`config.mk`:
```
export PLATFORM = sky130hd
export DESIGN_NAME = pperm_unit
export DESIGN_NICKNAME = d
export VERILOG_FILES = /design/src/rtl/pperm_pkg.sv /design/src/rtl/pperm_rst_sync.sv /design/src/rtl/pperm_gather.sv /design/src/rtl/pperm_shift.sv /design/src/rtl/pperm_unit.sv
export SDC_FILE = /design/constraint.sdc
export NUM_CORES = 1
export LEC_CHECK = 0
export ABC_AREA = 0
export CORE_MARGIN = 5
export CORE_UTILIZATION = 47
export DETAILED_ROUTE_END_ITERATION = 8
export PLACE_DENSITY_LB_ADDON = 0.12
export SLEW_MARGIN = 20
export SYNTH_ARGS = -nofsm -noshare
export SYNTH_HDL_FRONTEND = slang
export SYNTH_SLANG_ARGS = --single-unit
```
`constraint.sdc`:
```
create_clock -name clk -period 4.1 [get_ports clk]
set_clock_uncertainty 0.15 [all_clocks]
set_input_delay 0.615 -clock clk [delete_from_list [all_inputs] [get_ports clk]]
set_output_delay 0.615 -clock clk [all_outputs]
set_load 0.1 [all_outputs]
```
`src/rtl/pperm_pkg.sv`:
```
package pperm_pkg;

  typedef enum logic [1:0] {
    UPD_HOLD = 2'd0,
    UPD_LOAD = 2'd1,
    UPD_STEP = 2'd2
  } upd_kind_e;

  // Load wins over a step issued in the same cycle.
  function automatic upd_kind_e pick_update(input logic load, input logic step);
    if (load)      return UPD_LOAD;
    else if (step) return UPD_STEP;
    else           return UPD_HOLD;
  endfunction

endpackage

```
`src/rtl/pperm_rst_sync.sv`:
```
module pperm_rst_sync #(
  parameter int STAGES = 2
) (
  input  logic clk,
  input  logic rst_n,
  output logic rst_core_n
);

  logic [STAGES-1:0] sync_q;

  always_ff @(posedge clk or negedge rst_n) begin
    if (!rst_n) sync_q <= '0;
    else        sync_q <= {sync_q[STAGES-2:0], 1'b1};
  end

  assign rst_core_n = sync_q[STAGES-1];

endmodule

```
`src/rtl/pperm_gather.sv`:
```
module pperm_gather #(
  parameter int DATA_W = 32,
  parameter int NSEL   = 6,
  localparam int SEL_W = $clog2(DATA_W),
  localparam int USED_W = NSEL * SEL_W
) (
  input  logic [DATA_W-1:0] src,
  input  logic [DATA_W-1:0] sel,
  output logic [NSEL-1:0]   picked
);

  for (genvar g = 0; g < NSEL; g++) begin : g_pick
    logic [SEL_W-1:0] idx;
    assign idx       = sel[g*SEL_W +: SEL_W];
    assign picked[g] = src[idx];
  end

  if (USED_W < DATA_W) begin : g_spare
    logic unused_sel_hi;
    assign unused_sel_hi = ^sel[DATA_W-1:USED_W];
  end

endmodule

```
`src/rtl/pperm_shift.sv`:
```
module pperm_shift #(
  parameter int DATA_W = 32,
  parameter int EXT_W  = 8,
  parameter int NSEL   = 6,
  localparam int ACC_W = EXT_W + 2 * DATA_W
) (
  input  logic [EXT_W-1:0]  cur_ext,
  input  logic [DATA_W-1:0] cur_hi,
  input  logic [DATA_W-1:0] cur_lo,
  input  logic [NSEL-1:0]   fill,
  output logic [EXT_W-1:0]  nxt_ext,
  output logic [DATA_W-1:0] nxt_hi,
  output logic [DATA_W-1:0] nxt_lo
);

  logic [ACC_W-1:0] chain;
  logic [ACC_W-1:0] moved;

  always_comb begin
    chain = {cur_ext, cur_hi, cur_lo};
    moved = {chain[ACC_W-NSEL-1:0], fill};
    nxt_ext = moved[ACC_W-1 -: EXT_W];
    nxt_hi  = moved[2*DATA_W-1 -: DATA_W];
    nxt_lo  = moved[DATA_W-1:0];
  end

endmodule

```
`src/rtl/pperm_unit.sv`:
```
module pperm_unit #(
  parameter int DATA_W = 32,
  parameter int EXT_W  = 8,
  parameter int NSEL   = 6
) (
  input  logic              clk,
  input  logic              rst_n,
  input  logic              op_valid,
  input  logic [DATA_W-1:0] src_word,
  input  logic [DATA_W-1:0] sel_word,
  input  logic              load_en,
  input  logic [EXT_W-1:0]  load_ext,
  input  logic [DATA_W-1:0] load_hi,
  input  logic [DATA_W-1:0] load_lo,
  output logic [EXT_W-1:0]  acc_ext,
  output logic [DATA_W-1:0] acc_hi,
  output logic [DATA_W-1:0] acc_lo
);
  import pperm_pkg::*;

  localparam int SEL_W = $clog2(DATA_W);

  initial begin
    if (NSEL * SEL_W > DATA_W) $error("selector fields do not fit the operand");
  end

  logic rst_core_n;
  logic [NSEL-1:0]   fill;
  logic [EXT_W-1:0]  step_ext, ext_d, ext_q;
  logic [DATA_W-1:0] step_hi, hi_d, hi_q;
  logic [DATA_W-1:0] step_lo, lo_d, lo_q;
  logic              acc_ce;
  upd_kind_e         kind;

  pperm_rst_sync #(.STAGES(2)) u_rst (
    .clk(clk), .rst_n(rst_n), .rst_core_n(rst_core_n)
  );

  pperm_gather #(.DATA_W(DATA_W), .NSEL(NSEL)) u_gather (
    .src(src_word), .sel(sel_word), .picked(fill)
  );

  pperm_shift #(.DATA_W(DATA_W), .EXT_W(EXT_W), .NSEL(NSEL)) u_shift (
    .cur_ext(ext_q), .cur_hi(hi_q), .cur_lo(lo_q), .fill(fill),
    .nxt_ext(step_ext), .nxt_hi(step_hi), .nxt_lo(step_lo)
  );

  // next-state
  always_comb begin
    kind   = pick_update(load_en, op_valid);
    acc_ce = (kind != UPD_HOLD);
    ext_d  = ext_q;
    hi_d   = hi_q;
    lo_d   = lo_q;
    case (kind)
      UPD_LOAD: begin
        ext_d = load_ext;
        hi_d  = load_hi;
        lo_d  = load_lo;
      end
      UPD_STEP: begin
        ext_d = step_ext;
        hi_d  = step_hi;
        lo_d  = step_lo;
      end
      default: ;
    endcase
  end

  // registers
  always_ff @(posedge clk or negedge rst_core_n) begin
    if (!rst_core_n) begin
      ext_q <= '0;
      hi_q  <= '0;
      lo_q  <= '0;
    end else if (acc_ce) begin
      ext_q <= ext_d;
      hi_q  <= hi_d;
      lo_q  <= lo_d;
    end
  end

  assign acc_ext = ext_q;
  assign acc_hi  = hi_q;
  assign acc_lo  = lo_q;

endmodule

```
==> results.sh, run 1 <==
export IMPL_placementRows=37
export IMPL_start_util_pct=48.5
export IMPL_final_cell_mix="clkdlybuf4s50_1 (207), mux2i_1 (95), nand2_1 (77)"
export IMPL_post_drt_via_cell_ratio=5.90
export IMPL_synth_nets=604
export IMPL_max_cap_viol_count=0
export IMPL_r2r_start="u_rst.sync_q[1]"
export IMPL_syn_inst=464
export IMPL_rrSetupSlack_ps=2550
export IMPL_min_from="u_rst.sync_q[0]"
export IMPL_antenna_found_initial=0
export IMPL_holdBufCountCts=0
export IMPL_cts_buffers=9
export IMPL_overflow=0
export IMPL_max_stage_delay_ps=1170
export IMPL_avgSynthCellArea_sq_um=10.9
export IMPL_num_vias=4659
export IMPL_powerDensity_nw_per_um2=363
export IMPL_place_inst=774
export IMPL_cts_root_buf="clkbuf_8"
export IMPL_finalCritPeriodShare_pct=66.5
export IMPL_place_gp_congestion=1.06
export IMPL_cp_cell_sequence="clkdlybuf4s50_1"
export IMPL_hold_end="u_rst.sync_q[1]"
export IMPL_yosysTopAreaCell="dfrtp_1"
export IMPL_die_h_microns=114
export IMPL_grt_use_total_pct=25.9
export IMPL_cts_sinks=74
export IMPL_p_leak_uw=0.00308
export IMPL_ys_top_cells_by_area="dfrtp_1 (37%), mux2i_1 (19%), mux4_2 (14%)"
export IMPL_yosysWarnings=0
export IMPL_outcome="finished clean"
export IMPL_fp_coreArea_sq_um=10400
export IMPL_post_drt_wl_per_cell_microns=21.2
export IMPL_hold_path_class="reg2reg"
export IMPL_tns_ps=0
export IMPL_cts_post_setup_buffers_inserted=0
export IMPL_diodes=0
export IMPL_layoutNonFillerInstCount=790
export IMPL_slew_headroom_pct=31.9
export IMPL_seqCellArea_sq_um=1850
export IMPL_port_buffers=209
export IMPL_ys_ff_latch=74
export IMPL_first_global_vias=4813
export IMPL_finalHoldViolations=0
export IMPL_cp_end_kind="output pin"
export IMPL_dp_hpwl_microns=12900
export IMPL_timing_rr_end="acc_hi[27]"
export IMPL_worst_slew_pin_slew_ps=1020
export IMPL_ctsResizeCount=0
export IMPL_fill_cells=800
export IMPL_start_kind="flip-flop"
export IMPL_yosysSeqAreaShare_pct=36.7
export IMPL_cp_required_ps=3340
export IMPL_yosys_area_top_type_share_pct=36.7
export IMPL_fin_nets=789
export IMPL_grt_max_degree=93
export IMPL_drt_first_iter_violations=253
export IMPL_drive_gt1_share_pct=9.17
export IMPL_final_common_cell="clkdlybuf4s50_1"
export IMPL_rsz0062_at_grt="false"
export IMPL_clk_pin_slew_ps=80
export IMPL_crit_fanout=3
export IMPL_rr_worst_depth=1
export IMPL_period_needed_ps=2730
export IMPL_wirelength_microns=16700
export IMPL_max_freq_mhz=367
export IMPL_cp_top_family="buffers and inverters"
export IMPL_die_area_sq_um=12900
export IMPL_crit_type="reg2out"
export IMPL_cts_max_path_buffers=2
export IMPL_cp_num_buf_inv=1
export IMPL_area_growth_pct=45.3
export IMPL_hold_depth=0
export IMPL_cts_tree="done"
export IMPL_worst_path_max_delay_cell="clkdlybuf4s50_1"
export IMPL_ant_nets=0
export IMPL_arrival_ps=1960
export IMPL_multi_input_area_sq_um=3000
export IMPL_io_pins=212
export IMPL_die_w_microns=114
export IMPL_first_pass_iters=5
export IMPL_grt_pass1_wl_microns=26100
export IMPL_syn_area_sq_um=5050
export IMPL_synth_cell_types=31
export IMPL_clock_latency_ps=350
export IMPL_setup_violations=0
export IMPL_htreeDepth=3
export IMPL_finalMaxSlewViolations=0
export IMPL_ir_drop_uv=213
export IMPL_drcViolationCount=0
Yosys cell counts:
library cell and number:
nand2b_1 1, o22ai_1 3, inv_1 3, o32a_1 3
mux2_2 7, buf_2 2, dfrtp_1 74, buf_4 8
a2111oi_0 3, buf_6 2, buf_1 10, a22oi_1 3
nor2b_1 10, a311o_1 1, or4b_1 3, nand2_1 77
o21ai_0 68, clkbuf_1 16, mux2i_1 95, a21oi_1 4
mux4_2 31, a31oi_1 6, a311oi_1 5, nor4b_1 1
mux4_1 8, nor3b_1 1, nor2_1 13, o41ai_2 2
o41ai_1 1, and3_1 2, conb_1 1
cell families (layout without fill, tap and decap cells):
group	Yosys count	count (layout)	synth area share (%)
AND/OR/NAND/NOR	108	108	9.22
AO/OA/AOI/OAI	99	99	11.7
flip-flops	74	74	36.7
buffers and inverters	41	231	3.99
multiplexers	141	141	38.4
other	1	1	0.0742
state kept, by name, summed over array words and instances, names as in the netlist:
name	cells
u_rst.sync_q	2
acc_ext	8
acc_lo	32
acc_hi	32
through the flow:
stage / utilization [%] / hold slack (ps) / worst slack [ps] / total power [uW] / cell area (sq um)
after global placement: 68.6 / 189 / 1250 / 2090 / 7140
after global routing: 70.5 / 229 / 1330 / 2770 / 7340
after detailed placement: 68.6 / 210 / 1210 / 2110 / 7140
after CTS: 70.5 / 228 / 1340 / 2690 / 7340
final: 70.5 / 222 / 1370 / 2670 / 7340
after floorplan: - / 169 / 1740 / 1710 / 5050
report_power, final:
part	internal (uW)	switching [uW]	total, uW
registers	806	74.9	880
logic	401	813	1210
clock network	298	273	571
worst max-delay path by stage:
stage / cells past startpoint / slack, ps / startpoint / endpoint
CTS: 1 / 1340 / acc_lo[7] / acc_lo[7]
global placement: 5 / 1250 / sel_word[25] / acc_lo[5]
finish: 1 / 1370 / acc_lo[7] / acc_lo[7]
detailed placement: 5 / 1210 / sel_word[10] / acc_lo[2]
floorplan: 0 / 1740 / u_rst.sync_q[1] / acc_ext[0]
global route: 1 / 1330 / acc_lo[7] / acc_lo[7]
area by class of cell:
type	count	area share [%]
repair buffers	212	28.7
well taps	136	2.32
clock buffers	12	1.98
inverters	3	0.153
flip-flops and latches	74	25.3
multi-input cells	349	40.9
clock inverters	4	0.699
metal layers:
layer / track usage (%) / vias to the layer above / wire, microns
met1: 32.9 / 2248 / 6670
met2: 43.5 / 242 / 8290
li1: - / 2124 / -
met4: 12.3 / 0 / 645
met5: 0 / - / 0
met3: 3.98 / 45 / 1110
(Power assumes the default switching activity.)
==> run 2: changes to the inputs <==
- CORE_UTILIZATION: 47 -> 44
- clock period: 4.1 -> 2.8 ns (I/O delays scaled with it)
==> results.sh, run 2 (synthesis results as in run 1) <==
export IMPL_outcome="finished clean"
export IMPL_start_kind="input pin"
export IMPL_die_w_microns=117
export IMPL_power_internal_uw=2360
export IMPL_p_leak_uw=0.00324
export IMPL_cts_root_buf="clkbuf_16"
export IMPL_clk_pin_slew_ps=60
export IMPL_place_inst=790
export IMPL_drive_gt1_share_pct=21.3
export IMPL_hold_ws_ps=93.9
export IMPL_cp_required_ps=2860
export IMPL_clock_latency_ps=330
export IMPL_fp_coreArea_sq_um=11300
export IMPL_cp_num_buf_inv=1
export IMPL_hold_path_class="in2async"
export IMPL_clkPwrFrac_pct=25.8
export IMPL_max_stage_delay_ps=680
export IMPL_dp_hpwl_microns=12700
export IMPL_finalMaxSlewViolations=0
export IMPL_powerDensity_nw_per_um2=560
export IMPL_drt_first_iter_violations=374
export IMPL_tns_ps=0
export IMPL_first_pass_iters=4
export IMPL_cts_tree="done"
export IMPL_antenna_found_initial=0
export IMPL_wirelength_microns=16600
export IMPL_post_drt_via_cell_ratio=5.78
export IMPL_port_buffers=209
export IMPL_overflow=0
export IMPL_multi_input_area_sq_um=3000
export IMPL_combinationalPowerShare_pct=42.4
export IMPL_first_global_vias=4730
export IMPL_setup_slack_ps=506
export IMPL_p_seq_share_pct=31.8
export IMPL_setup_violations=0
export IMPL_fill_cells=904
export IMPL_holdBufCountCts=0
export IMPL_cts_post_setup_buffers_inserted=0
export IMPL_cp_top_family="multiplexers"
export IMPL_layoutNonFillerInstCount=806
export IMPL_period_needed_ps=2290
export IMPL_ir_drop_uv=467
export IMPL_start_util_pct=44.6
export IMPL_cts_sinks=74
export IMPL_die_h_microns=117
export IMPL_finalHoldViolations=0
export IMPL_cp_cell_sequence="clkdlybuf4s50_1 -> mux4_1 -> mux2i_1 -> mux2i_1 -> a311o_1"
export IMPL_cp_end_kind="flip-flop"
export IMPL_finalCritPeriodShare_pct=81.9
export IMPL_place_gp_congestion=0.907
export IMPL_grt_use_met3_pct=5.40
export IMPL_utilization_pct=64.6
export IMPL_switching_share_pct=42.4
export IMPL_final_common_cell="clkdlybuf4s50_1"
export IMPL_post_drt_wl_per_cell_microns=20.6
export IMPL_placementRows=39
export IMPL_htreeDepth=3
export IMPL_worst_path_max_delay_cell="clkdlybuf4s50_1"
export IMPL_dp_slack_ps=184
export IMPL_met1_usage_pct=31.6
export IMPL_io_pins=212
export IMPL_grt_max_degree=73
export IMPL_p_switching_uw=1730
export IMPL_grt_pass1_wl_microns=25700
export IMPL_rsz0062_at_grt="false"
export IMPL_crit_type="in2reg"
export IMPL_drcViolationCount=0
export IMPL_arrival_ps=2350
export IMPL_crit_fanout=6
export IMPL_diodes=0
export IMPL_die_area_sq_um=13700
export IMPL_grt_busiest_layer="met2"
export IMPL_ant_nets=0
export IMPL_area_growth_pct=44.8
export IMPL_cts_buffers=9
export IMPL_slew_headroom_pct=37.4
export IMPL_met2_usage_pct=39.4
export IMPL_crit_top_cell="mux2i_1"
export IMPL_ctsResizeCount=0
export IMPL_num_vias=4655
export IMPL_final_cell_mix="clkdlybuf4s50_1 (135), mux2i_1 (95), buf_4 (86)"
export IMPL_seqCellArea_sq_um=1860
export IMPL_max_freq_mhz=436
export IMPL_max_cap_viol_count=0
export IMPL_worst_slew_pin_slew_ps=939
export IMPL_cts_max_path_buffers=2
export IMPL_fin_nets=798
export IMPL_grt_use_total_pct=24.4
==> run 2: cell count changes in the layout (fill, tap and decap cells not counted) <==
| cell | delta |
|---|---|
| clkbuf_16 | +9 |
| clkdlybuf4s50_1 | -72 |
| clkbuf_8 | -9 |
| dfrtp_4 | +1 |
| clkinv_4 | +1 |
| bufinv_16 | -1 |
| clkinvlp_4 | -1 |
| dfrtp_2 | -1 |
| clkinv_2 | +1 |
| buf_4 | +81 |
==> run 2: final timing paths <==
path	startpoint	to	slack, ps	cells past startpoint
max	sel_word[0]	acc_lo[0]	510	5
min	rst_n	u_rst.sync_q[1]	90	1
max reg2reg	acc_lo[0]	acc_lo[0]	1470	4
min reg2reg	u_rst.sync_q[0]	u_rst.sync_q[1]	200	0
max in group asynchronous	u_rst.sync_q[1]	acc_lo[10]	1550	0
min in group clk	u_rst.sync_q[0]	u_rst.sync_q[1]	200	0
==> run 2: cell type report <==
type                       count  area share (%)
timing repair buffer         221            27.3
clock inverter                 4           0.376
inverter                       3           0.154
multi-input combinational    349            41.0
clock buffer                  12            3.37
sequential                    74            25.4
tap                          143            2.45
==> run 2: metal layers <==
metal | vias to the layer above | wire (microns)
li1 | 2136 | -
met1 | 2224 | 6410
met2 | 256 | 8020
met3 | 39 | 1530
met4 | 0 | 645
met5 | - | 0
==> run 2: power groups by stage <==
stage,clock network (uW),registers (uW),logic (uW)
final,1060,1300,1740
after global routing,1120,1320,1810
after CTS,1080,1300,1740
after detailed placement,0,1320,1730
after global placement,0,1320,1720
after floorplan,0,2100,406
==> run 2: metrics by stage <==
step | power [uW] | instance area [sq um]
after global routing | 4260 | 7310
after CTS | 4130 | 7310
after floorplan | 2500 | 5050
after detailed placement | 3060 | 7040
final | 4100 | 7310
after global placement | 3030 | 7040
==> run 3: changes to the inputs <==
- clock period: 2.8 -> 2.3 ns (I/O delays scaled with it)
==> results.sh, run 3 (synthesis results as in run 1) <==
export IMPL_die_w_microns=117
export IMPL_hold_path_class="in2async"
export IMPL_power_uw=5040
export IMPL_layoutNonFillerInstCount=841
export IMPL_ant_nets=0
export IMPL_crit_fanout=5
export IMPL_place_gp_congestion=0.963
export IMPL_dr_wl_met3_microns=1330
export IMPL_slew_headroom_pct=57.6
export IMPL_r2r_start="acc_lo[0]"
export IMPL_final_area_sq_um=7590
export IMPL_hold_ws_ps=28.7
export IMPL_max_freq_mhz=472
export IMPL_rr_worst_depth=4
export IMPL_start_kind="input pin"
export IMPL_p_switching_uw=2130
export IMPL_clock_latency_ps=330
export IMPL_crit_type="in2reg"
export IMPL_diodes=0
export IMPL_htreeDepth=3
export IMPL_placementRows=39
export IMPL_holdBufCountCts=0
export IMPL_met1_length_microns=6510
export IMPL_outcome="finished clean"
export IMPL_place_area_sq_um=7320
export IMPL_grt_pass1_wl_microns=26000
export IMPL_cp_top_family="multiplexers"
export IMPL_cts_sinks=74
export IMPL_fin_nets=833
export IMPL_grt_max_degree=46
export IMPL_p_leak_uw=0.00341
export IMPL_cts_max_path_buffers=2
export IMPL_drt_first_iter_violations=326
export IMPL_post_drt_via_cell_ratio=5.58
export IMPL_first_global_vias=4943
export IMPL_post_drt_wl_per_cell_microns=19.9
export IMPL_cp_required_ps=2360
export IMPL_area_growth_pct=50.2
export IMPL_grt_use_total_pct=24.5
export IMPL_ctsResizeCount=0
export IMPL_port_buffers=209
export IMPL_final_common_cell="clkdlybuf4s50_1"
export IMPL_cts_tree="done"
export IMPL_antenna_found_initial=0
export IMPL_cp_num_buf_inv=1
export IMPL_ir_drop_uv=602
export IMPL_finalMaxSlewViolations=0
export IMPL_finalCritPeriodShare_pct=92.1
export IMPL_first_pass_iters=4
export IMPL_start_util_pct=44.6
export IMPL_tns_ps=0
export IMPL_die_area_sq_um=13700
export IMPL_die_h_microns=117
export IMPL_combinationalPowerShare_pct=43.2
export IMPL_switching_share_pct=42.3
export IMPL_place_inst=825
export IMPL_cts_post_setup_buffers_inserted=0
export IMPL_num_vias=4689
export IMPL_wl_met2_microns=8390
export IMPL_drcViolationCount=0
export IMPL_clk_pin_slew_ps=60
export IMPL_cp_cell_sequence="clkdlybuf4s50_1 -> mux4_1 -> mux2i_1 -> o41ai_1 -> a311o_1"
export IMPL_overflow=0
export IMPL_setup_violations=0
export IMPL_timing_rr_end="acc_lo[0]"
export IMPL_wirelength_microns=16800
export IMPL_max_cap_viol_count=0
export IMPL_crit_path_start="sel_word[1]"
export IMPL_worst_path_max_delay_cell="clkdlybuf4s50_1"
export IMPL_finalHoldViolations=0
export IMPL_clkPwrFrac_pct=25.6
export IMPL_max_stage_delay_ps=620
export IMPL_dp_hpwl_microns=13300
export IMPL_p_seq_share_pct=31.2
export IMPL_cts_root_buf="clkbuf_16"
export IMPL_rsz0062_at_grt="false"
export IMPL_top_layer="met4"
export IMPL_period_needed_ps=2120
export IMPL_fp_coreArea_sq_um=11300
export IMPL_rrSetupSlack_ps=960
export IMPL_drive_gt1_share_pct=25.4
export IMPL_cts_buffers=9
export IMPL_final_cell_mix="clkdlybuf4s50_1 (135), buf_4 (120), mux2i_1 (95)"
export IMPL_power_internal_uw=2910
export IMPL_arrival_ps=2180
export IMPL_powerDensity_nw_per_um2=664
export IMPL_io_pins=212
export IMPL_worst_slew_pin_slew_ps=635
export IMPL_cp_end_kind="flip-flop"
-- run 3: changes by cell type in the layout (fill, tap and decap cells not counted) --
cell and delta:
clkinvlp_4 +2, clkbuf_1 -1, buf_12 +1, buf_4 +34
clkinv_2 +1, clkinv_4 -2
-- run 3: worst max path at each step --
stage	to	slack, ps	cells past startpoint
CTS	acc_lo[0]	220	5
finish	acc_lo[0]	180	5
global placement	acc_lo[0]	-100	5
detailed placement	acc_lo[0]	-140	5
floorplan	acc_lo[2]	480	5
global route	acc_lo[0]	150	6
-- run 3: routing by layer --
layer / vias up / global-route usage [%]
met2: 216 / 41.7
met3: 38 / 4.73
met4: 0 / 11.2
li1: 2212 / -
met5: - / 0
met1: 2223 / 30.0
-- run 3: power groups by stage --
stage               logic, uW  registers [uW]  clock network (uW)
finish                   2170            1570                1290
global route             2270            1590                1380
CTS                      2180            1580                1320
detailed placement       2180            1600                   0
global placement         2150            1590                   0
floorplan                 494            2550                   0
-- run 3: per-stage QoR --
stage | util, % | setup WS (ps)
2_1_floorplan | - | 482
3_3_place_gp | 64.6 | -100
3_5_place_dp | 64.6 | -141
4_1_cts | 67.0 | 217
5_1_grt | 67.0 | 152
6_report | 67.0 | 181
-- run 3: final cells by class --
| type | instances | area (sq um) |
|---|---|---|
| tap | 143 | 179 |
| clock inverter | 5 | 30.0 |
| clock buffer | 11 | 243 |
| inverter | 3 | 11.3 |
| sequential | 74 | 1860 |
| timing repair buffer | 256 | 2270 |
| fill | 910 | 3730 |
| multi-input combinational | 349 | 3000 |
